==> config.mk <==
export PLATFORM = sky130hd
export DESIGN_NAME = seg_core
export DESIGN_NICKNAME = d
export VERILOG_FILES = /design/src/rtl/seg_core_pkg.sv /design/src/rtl/seg_core_regfile.sv /design/src/rtl/seg_core_alu.sv /design/src/rtl/seg_core_memfmt.sv /design/src/rtl/seg_core.sv
export SDC_FILE = /design/constraint.sdc
export NUM_CORES = 2
export LEC_CHECK = 0
export CELL_PAD_IN_SITES_DETAIL_PLACEMENT = 2
export CELL_PAD_IN_SITES_GLOBAL_PLACEMENT = 2
export CORE_UTILIZATION = 39
export CTS_CLUSTER_SIZE = 30
export DETAILED_ROUTE_END_ITERATION = 6
export GPL_TIMING_DRIVEN = 1
export PLACE_DENSITY = 0.85
export SYNTH_ARGS = -nofsm -noshare
export SYNTH_HDL_FRONTEND = slang
export SYNTH_HIERARCHICAL = 1
export SYNTH_SLANG_ARGS = --single-unit
export TNS_END_PERCENT = 30
==> constraint.sdc <==
create_clock -name clk -period 91.8 [get_ports clk]
set_clock_uncertainty 0.2 [all_clocks]
set_input_delay 22.95 -clock clk [delete_from_list [all_inputs] [get_ports clk]]
set_output_delay 22.95 -clock clk [all_outputs]
set_load 0.005 [all_outputs]
==> src/rtl/seg_core_pkg.sv <==
package seg_core_pkg;

    localparam int WORD_W  = 32;
    localparam int OPC_W   = 4;
    localparam int RIDX_W  = 3;
    localparam int IMM_W   = 25;
    localparam int MOP_W   = 3;

    typedef enum logic [OPC_W-1:0] {
        OP_CMOV   = 4'd0,
        OP_LOAD   = 4'd1,
        OP_STORE  = 4'd2,
        OP_ADD    = 4'd3,
        OP_MUL    = 4'd4,
        OP_DIV    = 4'd5,
        OP_NAND   = 4'd6,
        OP_STOP   = 4'd7,
        OP_ALLOC  = 4'd8,
        OP_FREE   = 4'd9,
        OP_PUTB   = 4'd10,
        OP_GETB   = 4'd11,
        OP_SWAP   = 4'd12,
        OP_IMM    = 4'd13
    } opcode_e;

    typedef enum logic [MOP_W-1:0] {
        MEM_READ  = 3'd0,
        MEM_WRITE = 3'd1,
        MEM_ALLOC = 3'd2,
        MEM_FREE  = 3'd3,
        MEM_COPY  = 3'd4
    } mem_op_e;

    typedef enum logic [2:0] {
        ST_FETCH,
        ST_FWAIT,
        ST_EXEC,
        ST_MREQ,
        ST_MWAIT,
        ST_GETB,
        ST_PUTB,
        ST_STOP
    } state_e;

    typedef enum logic [2:0] {
        CL_ALU,
        CL_MEM,
        CL_SWAP,
        CL_GETB,
        CL_PUTB,
        CL_STOP
    } op_class_e;

    typedef struct packed {
        logic [OPC_W-1:0]  opc;
        logic [RIDX_W-1:0] ra;
        logic [RIDX_W-1:0] rb;
        logic [RIDX_W-1:0] rc;
        logic [RIDX_W-1:0] imm_dst;
        logic [IMM_W-1:0]  imm;
    } instr_t;

    typedef struct packed {
        mem_op_e            op;
        logic [WORD_W-1:0]  seg;
        logic [WORD_W-1:0]  off;
        logic [WORD_W-1:0]  wdata;
    } mem_req_t;

    typedef struct packed {
        logic               we;
        logic [RIDX_W-1:0]  dst;
        logic [WORD_W-1:0]  value;
        logic               fault;
    } alu_out_t;

    function automatic instr_t decode_word(input logic [WORD_W-1:0] w);
        instr_t d;
        d.opc     = w[31:28];
        d.imm_dst = w[27:25];
        d.imm     = w[24:0];
        d.ra      = w[8:6];
        d.rb      = w[5:3];
        d.rc      = w[2:0];
        return d;
    endfunction

    function automatic op_class_e classify(input logic [OPC_W-1:0] opc);
        op_class_e c;
        case (opc)
            OP_CMOV, OP_ADD, OP_MUL, OP_DIV, OP_NAND, OP_IMM: c = CL_ALU;
            OP_LOAD, OP_STORE, OP_ALLOC, OP_FREE:             c = CL_MEM;
            OP_SWAP:                                          c = CL_SWAP;
            OP_GETB:                                          c = CL_GETB;
            OP_PUTB:                                          c = CL_PUTB;
            default:                                          c = CL_STOP;
        endcase
        return c;
    endfunction

endpackage

==> src/rtl/seg_core_regfile.sv <==
module seg_core_regfile
    import seg_core_pkg::*;
#(
    parameter int W     = WORD_W,
    parameter int NREGS = 8
) (
    input  logic                     clk,
    input  logic                     rst,
    input  logic                     we,
    input  logic [$clog2(NREGS)-1:0] waddr,
    input  logic [W-1:0]             wdata,
    input  logic [$clog2(NREGS)-1:0] raddr_a,
    input  logic [$clog2(NREGS)-1:0] raddr_b,
    input  logic [$clog2(NREGS)-1:0] raddr_c,
    output logic [W-1:0]             rdata_a,
    output logic [W-1:0]             rdata_b,
    output logic [W-1:0]             rdata_c
);
    localparam int AW = $clog2(NREGS);

    logic [W-1:0] cells [NREGS];

    for (genvar i = 0; i < NREGS; i++) begin : g_cell
        logic [W-1:0] q;
        logic         hit;

        assign hit = we && (waddr == AW'(i));

        always_ff @(posedge clk) begin
            if (rst) begin
                q <= '0;
            end else if (hit) begin
                q <= wdata;
            end
        end

        assign cells[i] = q;
    end

    assign rdata_a = cells[raddr_a];
    assign rdata_b = cells[raddr_b];
    assign rdata_c = cells[raddr_c];

endmodule

==> src/rtl/seg_core_alu.sv <==
module seg_core_alu
    import seg_core_pkg::*;
#(
    parameter int W = WORD_W
) (
    input  instr_t       ins,
    input  logic [W-1:0] opnd_a,
    input  logic [W-1:0] opnd_b,
    input  logic [W-1:0] opnd_c,
    output alu_out_t     res
);
    logic [2*W-1:0] product;
    logic           c_zero;

    assign product = opnd_b * opnd_c;
    assign c_zero  = (opnd_c == '0);

    always_comb begin
        res.we    = 1'b0;
        res.dst   = ins.ra;
        res.value = opnd_a;
        res.fault = 1'b0;
        case (ins.opc)
            OP_CMOV: begin
                res.we    = !c_zero;
                res.value = opnd_b;
            end
            OP_ADD: begin
                res.we    = 1'b1;
                res.value = opnd_b + opnd_c;
            end
            OP_MUL: begin
                res.we    = 1'b1;
                res.value = product[W-1:0];
            end
            OP_DIV: begin
                res.we    = !c_zero;
                res.fault = c_zero;
                res.value = c_zero ? opnd_a : (opnd_b / opnd_c);
            end
            OP_NAND: begin
                res.we    = 1'b1;
                res.value = ~(opnd_b & opnd_c);
            end
            OP_IMM: begin
                res.we    = 1'b1;
                res.dst   = ins.imm_dst;
                res.value = {{(W-IMM_W){1'b0}}, ins.imm};
            end
            default: begin
                res.we = 1'b0;
            end
        endcase
    end

endmodule

==> src/rtl/seg_core_memfmt.sv <==
module seg_core_memfmt
    import seg_core_pkg::*;
#(
    parameter int W = WORD_W
) (
    input  logic         fetch,
    input  logic [W-1:0] pc,
    input  instr_t       ins,
    input  logic [W-1:0] opnd_a,
    input  logic [W-1:0] opnd_b,
    input  logic [W-1:0] opnd_c,
    output mem_req_t     req
);
    always_comb begin
        req.op    = MEM_READ;
        req.seg   = '0;
        req.off   = '0;
        req.wdata = '0;
        if (fetch) begin
            req.op  = MEM_READ;
            req.seg = '0;
            req.off = pc;
        end else begin
            case (ins.opc)
                OP_LOAD: begin
                    req.op  = MEM_READ;
                    req.seg = opnd_b;
                    req.off = opnd_c;
                end
                OP_STORE: begin
                    req.op    = MEM_WRITE;
                    req.seg   = opnd_a;
                    req.off   = opnd_b;
                    req.wdata = opnd_c;
                end
                OP_ALLOC: begin
                    req.op  = MEM_ALLOC;
                    req.off = opnd_c;
                end
                OP_FREE: begin
                    req.op  = MEM_FREE;
                    req.seg = opnd_c;
                end
                OP_SWAP: begin
                    req.op  = MEM_COPY;
                    req.seg = opnd_b;
                end
                default: begin
                    req.op = MEM_READ;
                end
            endcase
        end
    end

endmodule

==> src/rtl/seg_core.sv <==
module seg_core
    import seg_core_pkg::*;
#(
    parameter int W      = WORD_W,
    parameter int NREGS  = 8,
    parameter int BYTE_W = 8
) (
    input  logic              clk,
    input  logic              rst,
    output logic              mem_req_valid,
    input  logic              mem_req_ready,
    output logic [MOP_W-1:0]  mem_req_op,
    output logic [W-1:0]      mem_req_seg,
    output logic [W-1:0]      mem_req_off,
    output logic [W-1:0]      mem_req_wdata,
    input  logic              mem_rsp_valid,
    input  logic [W-1:0]      mem_rsp_data,
    input  logic              in_valid,
    input  logic              in_eof,
    input  logic [BYTE_W-1:0] in_data,
    output logic              in_ready,
    output logic              out_valid,
    input  logic              out_ready,
    output logic [BYTE_W-1:0] out_data,
    output logic              halted
);
    localparam int AW = $clog2(NREGS);

    state_e       state, state_nx;
    logic [W-1:0] pc, pc_nx;
    logic [W-1:0] ir;
    instr_t       dec;
    op_class_e    cls;

    logic [W-1:0] rs_a, rs_b, rs_c;
    alu_out_t     alu_res;
    mem_req_t     req;

    logic          rf_we;
    logic [AW-1:0] rf_waddr;
    logic [W-1:0]  rf_wdata;
    logic          in_take;

    assign dec     = decode_word(ir);
    assign cls     = classify(dec.opc);
    assign in_take = (state == ST_GETB) && (in_valid || in_eof);

    seg_core_regfile #(.W(W), .NREGS(NREGS)) u_rf (
        .clk     (clk),
        .rst     (rst),
        .we      (rf_we),
        .waddr   (rf_waddr),
        .wdata   (rf_wdata),
        .raddr_a (dec.ra),
        .raddr_b (dec.rb),
        .raddr_c (dec.rc),
        .rdata_a (rs_a),
        .rdata_b (rs_b),
        .rdata_c (rs_c)
    );

    seg_core_alu #(.W(W)) u_alu (
        .ins    (dec),
        .opnd_a (rs_a),
        .opnd_b (rs_b),
        .opnd_c (rs_c),
        .res    (alu_res)
    );

    seg_core_memfmt #(.W(W)) u_fmt (
        .fetch  (state == ST_FETCH),
        .pc     (pc),
        .ins    (dec),
        .opnd_a (rs_a),
        .opnd_b (rs_b),
        .opnd_c (rs_c),
        .req    (req)
    );

    // register write port: one source per state
    always_comb begin
        rf_we    = 1'b0;
        rf_waddr = dec.ra;
        rf_wdata = alu_res.value;
        case (state)
            ST_EXEC: begin
                if (cls == CL_ALU) begin
                    rf_we    = alu_res.we;
                    rf_waddr = alu_res.dst;
                    rf_wdata = alu_res.value;
                end
            end
            ST_MWAIT: begin
                if (mem_rsp_valid) begin
                    if (dec.opc == OP_LOAD) begin
                        rf_we    = 1'b1;
                        rf_waddr = dec.ra;
                        rf_wdata = mem_rsp_data;
                    end else if (dec.opc == OP_ALLOC) begin
                        rf_we    = 1'b1;
                        rf_waddr = dec.rb;
                        rf_wdata = mem_rsp_data;
                    end
                end
            end
            ST_GETB: begin
                if (in_take) begin
                    rf_we    = 1'b1;
                    rf_waddr = dec.rc;
                    rf_wdata = in_eof ? '1 : {{(W-BYTE_W){1'b0}}, in_data};
                end
            end
            default: ;
        endcase
    end

    always_comb begin
        state_nx = state;
        pc_nx    = pc;
        case (state)
            ST_FETCH: if (mem_req_ready) state_nx = ST_FWAIT;
            ST_FWAIT: if (mem_rsp_valid) begin
                state_nx = ST_EXEC;
                pc_nx    = pc + W'(1);
            end
            ST_EXEC: begin
                case (cls)
                    CL_ALU:  state_nx = alu_res.fault ? ST_STOP : ST_FETCH;
                    CL_MEM:  state_nx = ST_MREQ;
                    CL_SWAP: begin
                        if (rs_b == '0) begin
                            pc_nx    = rs_c;
                            state_nx = ST_FETCH;
                        end else begin
                            state_nx = ST_MREQ;
                        end
                    end
                    CL_GETB: state_nx = ST_GETB;
                    CL_PUTB: state_nx = ST_PUTB;
                    default: state_nx = ST_STOP;
                endcase
            end
            ST_MREQ:  if (mem_req_ready) state_nx = ST_MWAIT;
            ST_MWAIT: if (mem_rsp_valid) begin
                state_nx = ST_FETCH;
                if (cls == CL_SWAP) pc_nx = rs_c;
            end
            ST_GETB:  if (in_take) state_nx = ST_FETCH;
            ST_PUTB:  if (out_ready) state_nx = ST_FETCH;
            default:  state_nx = ST_STOP;
        endcase
    end

    always_ff @(posedge clk) begin
        if (rst) begin
            state <= ST_FETCH;
            pc    <= '0;
            ir    <= '0;
        end else begin
            state <= state_nx;
            pc    <= pc_nx;
            if (state == ST_FWAIT && mem_rsp_valid) ir <= mem_rsp_data;
        end
    end

    assign mem_req_valid = (state == ST_FETCH) || (state == ST_MREQ);
    assign mem_req_op    = req.op;
    assign mem_req_seg   = req.seg;
    assign mem_req_off   = req.off;
    assign mem_req_wdata = req.wdata;
    assign in_ready      = (state == ST_GETB);
    assign out_valid     = (state == ST_PUTB);
    assign out_data      = rs_c[BYTE_W-1:0];
    assign halted        = (state == ST_STOP);

endmodule

# Word-level counts from Yosys, hierarchy flattened
# Memories as Yosys holds them, arrays and structs flattened. A register that Yosys moved wholly into a read port is not among the register bits.
# Index checks and enable logic that the tools add are counted.
[classes]
addsub = 2
mul = 1
n_div = 1
magnitude_cmp = 3
eq_ne = 37
n_mux = 56
n_bitwise = 5
n_reduce_logical = 26
[op_table]
columns = ["operator", "n"]
rows = [
  ["32-bit 2-to-1 mux", 19],
  ["32-bit binary-select mux with 3-bit select", 3],
  ["32-bit one-hot mux with 3 select lines", 2],
  ["32-bit one-hot mux with 6 select lines", 1],
  ["32-bit one-hot mux with 2 select lines", 2],
  ["67-bit 2-to-1 mux", 1],
  ["32-bit logical NOT", 2],
  ["3-bit 2-to-1 mux", 13],
  ["32-bit by 1-bit adder with 32-bit output (second input constant)", 1],
  ["32-bit adder", 1],
  ["32-bit bitwise AND", 1],
  ["32-bit by 32-bit divider with 32-bit output", 1],
  ["32-bit by 32-bit multiplier with 32-bit output", 1],
  ["32-bit inverter", 1],
  ["3-bit == test (second input constant)", 9],
  ["3-bit one-hot mux with 7 select lines", 1],
  ["3-bit by 2-bit == test with 1-bit output (second input constant)", 6],
  ["4-bit == test (second input constant)", 4],
  ["3-bit one-hot mux with 5 select lines", 1],
  ["2-bit inequality test (second input constant)", 7],
  ["4-bit by 3-bit == test with 1-bit output (second input constant)", 3],
  ["4-bit greater-or-equal comparator (second input constant)", 3],
  ["3-bit inverter with 4-bit output", 3],
  ["3-bit one-hot mux with 4 select lines", 1],
  ["19 further kinds", 44],
]
[totals]
ff_bits = 323
mem_bits_ro = 48
output_inout_bits = 111
wordCells = 143
n_memories = 1
[mem_list]
columns = ["name", "depth", "word_bits", "rd", "rd_ports_with_merged_regs", "wr", "line_no", "text"]
rows = [
  ["(name not given)", 16, 3, 1, 1, 0, "seg_core_pkg.sv:90", "case (opc)"],
]

# Longest topological paths before layout
[logic_depth]
depth_word = 11
ltp_mapped = 367

# Hierarchy
# The synthesis kept the hierarchy.
[modules_own_cells]
columns = ["module", "instances", "cells_each", "area_each_um2", "seq_area_each_um2"]
rows = [
  ["seg_core_alu", 1, 6475, 46336.9, 0.0],
  ["seg_core_regfile", 1, 1505, 15376.0, 5124.9],
  ["seg_core", 1, 602, 4386.7, 1401.3],
  ["seg_core_memfmt", 1, 286, 1948.1, 0.0],
]

# Least setup slack after synthesis
# OpenSTA, ideal clock, no wires.
[synth_path]
path_type = "reg2reg"
startpoint = "register ir[0]"
endpoint = "register u_rf.g_cell[0].q[0]"
setup_ns = 0.132
arrival_ns = 72.993
required_ns = 91.468
slack_ns = 18.475
stages_incl_launch_ff = 342
synth_period_minus_slack_ns = 73.325
path_cell_list = "dfxtp_1 -> buf_6 -> buf_6 -> mux4_1 -> mux2_4 -> clkbuf_1 -> inv_1 -> and2_1 -> nand3_1 -> nor3_1 -> a21oi_1 -> ha_1 -> o21ai_0 -> nand2_1 -> nand2_1 -> nor2_1 -> nor2_1 -> a21oi_1 -> (+306 left out) -> a21o_1 -> a21o_1 -> a21o_1 -> a21oi_1 -> nor2b_1 -> o21ai_0 -> nand2b_1 -> a21oi_1 -> o21ai_0 -> nand4_1 -> a31oi_1 -> a211o_1 -> mux2i_1 -> a21oi_1 -> a221o_1 -> buf_2 -> nand2_1 -> a21oi_1"
[synth_rtl]
columns = ["element", "line_no", "text"]
rows = [
  ["from (decl)", "seg_core.sv:31", "logic [W-1:0] ir;"],
  ["from (signal assigned)", "seg_core.sv:162", "if (state == ST_FWAIT && mem_rsp_valid) ir <= mem_rsp_data;"],
  ["to (signal assigned)", "seg_core_regfile.sv:33", "q <= wdata;"],
  ["to (decl)", "seg_core_regfile.sv:24", "logic [W-1:0] q;"],
]

==> results_dict.tcl <==
set metrics [dict create \
    rr_startpoint "ir[2]$_SDFFE_PP0P_" \
    timing.final.crit_share 0.961 \
    synth_nets 10000 \
    yosysTopAreaCell "ha_1" \
    setup_slack_ns 3.55 \
    hold_path_end "ir[11]$_SDFFE_PP0P_" \
    design_area_um2 73200 \
    first_pass_iters 6 \
    vias 78400 \
    netlist_instances 8868 \
    finalSetupViolations 0 \
    synth_edf_count 0 \
    avgSynthCellArea_um2 7.67 \
    worst_pin_slew_ns 1.63 \
    slew_headroom -0.0941 \
    ys.flop_type "dfxtp_1" \
    ys_types 117 \
    portBuffers 157 \
    violations "DRC, capacitance limit, slew limit" \
    io_pins 158 \
    multi_input_area_um2 57100 \
    grt_max_degree 184 \
    drive_gt1_frac 0.0797 \
    drc 1 \
    cts_setup_buffers 0 \
    detail_route.wl_per_cell_um 37.4 \
    cts-buffers-inserted 30 \
    async_flop_share 0 \
    slowest_stage "mux4_1" \
    cp_common_cell "a21oi_1" \
    yosys_warnings 6 \
    core_area_um2 172000 \
    hp-class "register to register" \
    ys_ff_latch 326 \
    cts_tree "done" \
    vias_per_cell 7.08 \
    min_from "ir[11]$_SDFFE_PP0P_" \
    hold_violations 0 \
    syn2layout_area_growth_pct 7.54 \
    cts-htree-levels 1 \
    end_kind "register" \
    ys_seq_area_frac 0.0959 \
    grt_pass1_vias 84500 \
    clkLatencyLatePin_ns 0.69 \
    cp_max_fo 44 \
    max_freq_mhz 11.3 \
    grt_pass1_wl_um 594000 \
    dieArea_um2 176000 \
    outcome "complete, but fails checks" \
    slowest_delay_ns 0.69 \
    slew_violations 5 \
    ant_nets 0 \
    gp_congestion 0.985 \
    std_cell_rows 152 \
    most-common-layout-cells "nand2_1 (1520), a21oi_1 (766), ha_1 (692), nor2_1 (651), inv_1 (650)" \
    clk_pin_slew_ns 0.07 \
    die_width_um 420 \
    synth_area_leaders "ha_1 (13%), fa_1 (12%), dfxtp_1 (9.6%)" \
    routed_wirelength_um 414000 \
    start_util 0.394 \
    antenna_found_initial 60 \
    grt.total_usage 0.459 \
    utilization 0.424 \
    drtIter0Drc 8649 \
    hpwl_um 298000 \
    critical_path_class "register to register" \
    pre_cts_ws_ns -0.961 \
    cts_sinks 326 \
    synth_top_area_share 0.127 \
    cts_root_buf "clkbuf_16" \
    ff2ff_path_depth 318 \
    dieHeight_um 420 \
    overflow 0 \
    seq_area_um2 6550 \
    syn_area_um2 68000 \
    rrSetupSlack_ns 3.55 \
    start_kind "register" \
    cap_violations 2 \
    r2r_end "u_rf/g_cell[2].q[0]$_SDFFE_PP0P_" \
    worstPathRequired_ns 92.06 \
    mostFrequentLayoutCell "nand2_1" \
    hold_depth 2 \
    layout.nets 9859 \
    fillCellCount 19800 \
    fin_crit_ns 88.25 \
    worst_ep_arrival_time_ns 88.51 \
    clockBufferDepth 3 \
    place_area_um2 71700 \
]
-- layout make-up --
type                            count  share of cell area
Clock buffer                       42              0.0120
Tap cell                         2310              0.0395
Sequential cell                   326              0.0896
Multi-Input combinational cell   7343               0.780
Timing Repair Buffer              349              0.0417
Clock inverter                     14             0.00277
Antenna cell                       28            0.000957
Inverter                          661              0.0339
-- critical path: cells and delay by family, from the launching register on --
kind | cells | cell delay, ns
buffers and inverters | 23 | 5.92
AO/OA/AOI/OAI | 175 | 48.21
adder cells (fa/ha/maj) | 31 | 10.04
multiplexers | 9 | 3.47
AND/OR/NAND/NOR | 80 | 19.30
flip-flops | 1 | 0.67
-- metal layers --
layer	routed length [µm]	global-route usage	share of wire	vias up
met1	143000	0.502	0.35	39000
met2	177000	0.691	0.43	5807
li1	-	-	-	30900
met4	44500	0.407	0.11	50
met5	351	0	0.00085	-
met3	49300	0.179	0.12	2662
-- cells in the mapped netlist (101+ instances only) --
cell type and n:
clkbuf_1 335, nor3_1 166, xor2_1 169, o21a_1 141
nor2_1 654, xnor2_1 275, nand3_1 125, a21oi_1 773
inv_1 658, mux2_2 148, nand2_1 1520, o21ai_0 366
and3_1 111, a21o_1 196, ha_1 692, a31oi_1 111
and2_1 101, fa_1 409, dfxtp_1 326
-- cells by family (layout without fill, tap and decap cells) --
| family | Yosys count | in the layout | share of synthesized area |
|---|---|---|---|
| and+or+nand+nor | 3191 | 3191 | 0.214 |
| AOI/OAI and AO/OA | 2206 | 2206 | 0.209 |
| buffers and inverters | 1199 | 1066 | 0.0732 |
| adders and majority gates | 1101 | 1101 | 0.248 |
| xor gates and xnor gates | 444 | 444 | 0.0571 |
| muxes | 401 | 401 | 0.103 |
| DFF | 326 | 326 | 0.0959 |
| other | 0 | 28 | 0 |
-- what timing repair did --
item                                   in CTS  in global routing
hold buffers                                0                  0
endpoints found under the hold margin       0                  0
gates resized for setup                     5                 59
cloned                                      0                  0
setup endpoints to repair                   8                 16
-- through the flow --
stage          hold WS [ns]  TNS, ns  instances
2_1_floorplan         0.233        0       8868
3_3_place_gp          0.247        0      11000
3_5_place_dp          0.262    -7.52      11000
4_1_cts               0.272        0      11000
5_1_grt               0.300  -0.0715      11000
6_report              0.274        0      11100
-- flip-flops by register name (all words and copies together) (netlist names) --
register / cells
cls: 3
ir: 32
pc: 32
state: 3
u_rf/g_cell.q: 256
-- worst max-delay path by stage --
stage | startpoint | end | slack (ns) | depth (start not counted)
2_1_floorplan | ir[0]$_SDFFE_PP0P_ | u_rf/g_cell[0].q[0]$_SDFFE_PP0P_ | 18.48 | 341
3_3_place_gp | ir[0]$_SDFFE_PP0P_ | u_rf/g_cell[4].q[0]$_SDFFE_PP0P_ | 4.69 | 313
3_5_place_dp | ir[0]$_SDFFE_PP0P_ | u_rf/g_cell[2].q[0]$_SDFFE_PP0P_ | -0.96 | 316
4_1_cts | ir[0]$_SDFFE_PP0P_ | u_rf/g_cell[2].q[0]$_SDFFE_PP0P_ | 0.06 | 317
5_1_grt | ir[2]$_SDFFE_PP0P_ | u_rf/g_cell[2].q[0]$_SDFFE_PP0P_ | -0.05 | 318
6_report | ir[2]$_SDFFE_PP0P_ | u_rf/g_cell[2].q[0]$_SDFFE_PP0P_ | 3.55 | 318
Power is not shown: default switching activity piles up to over one toggle a cycle in this logic, so the estimate is an artifact.
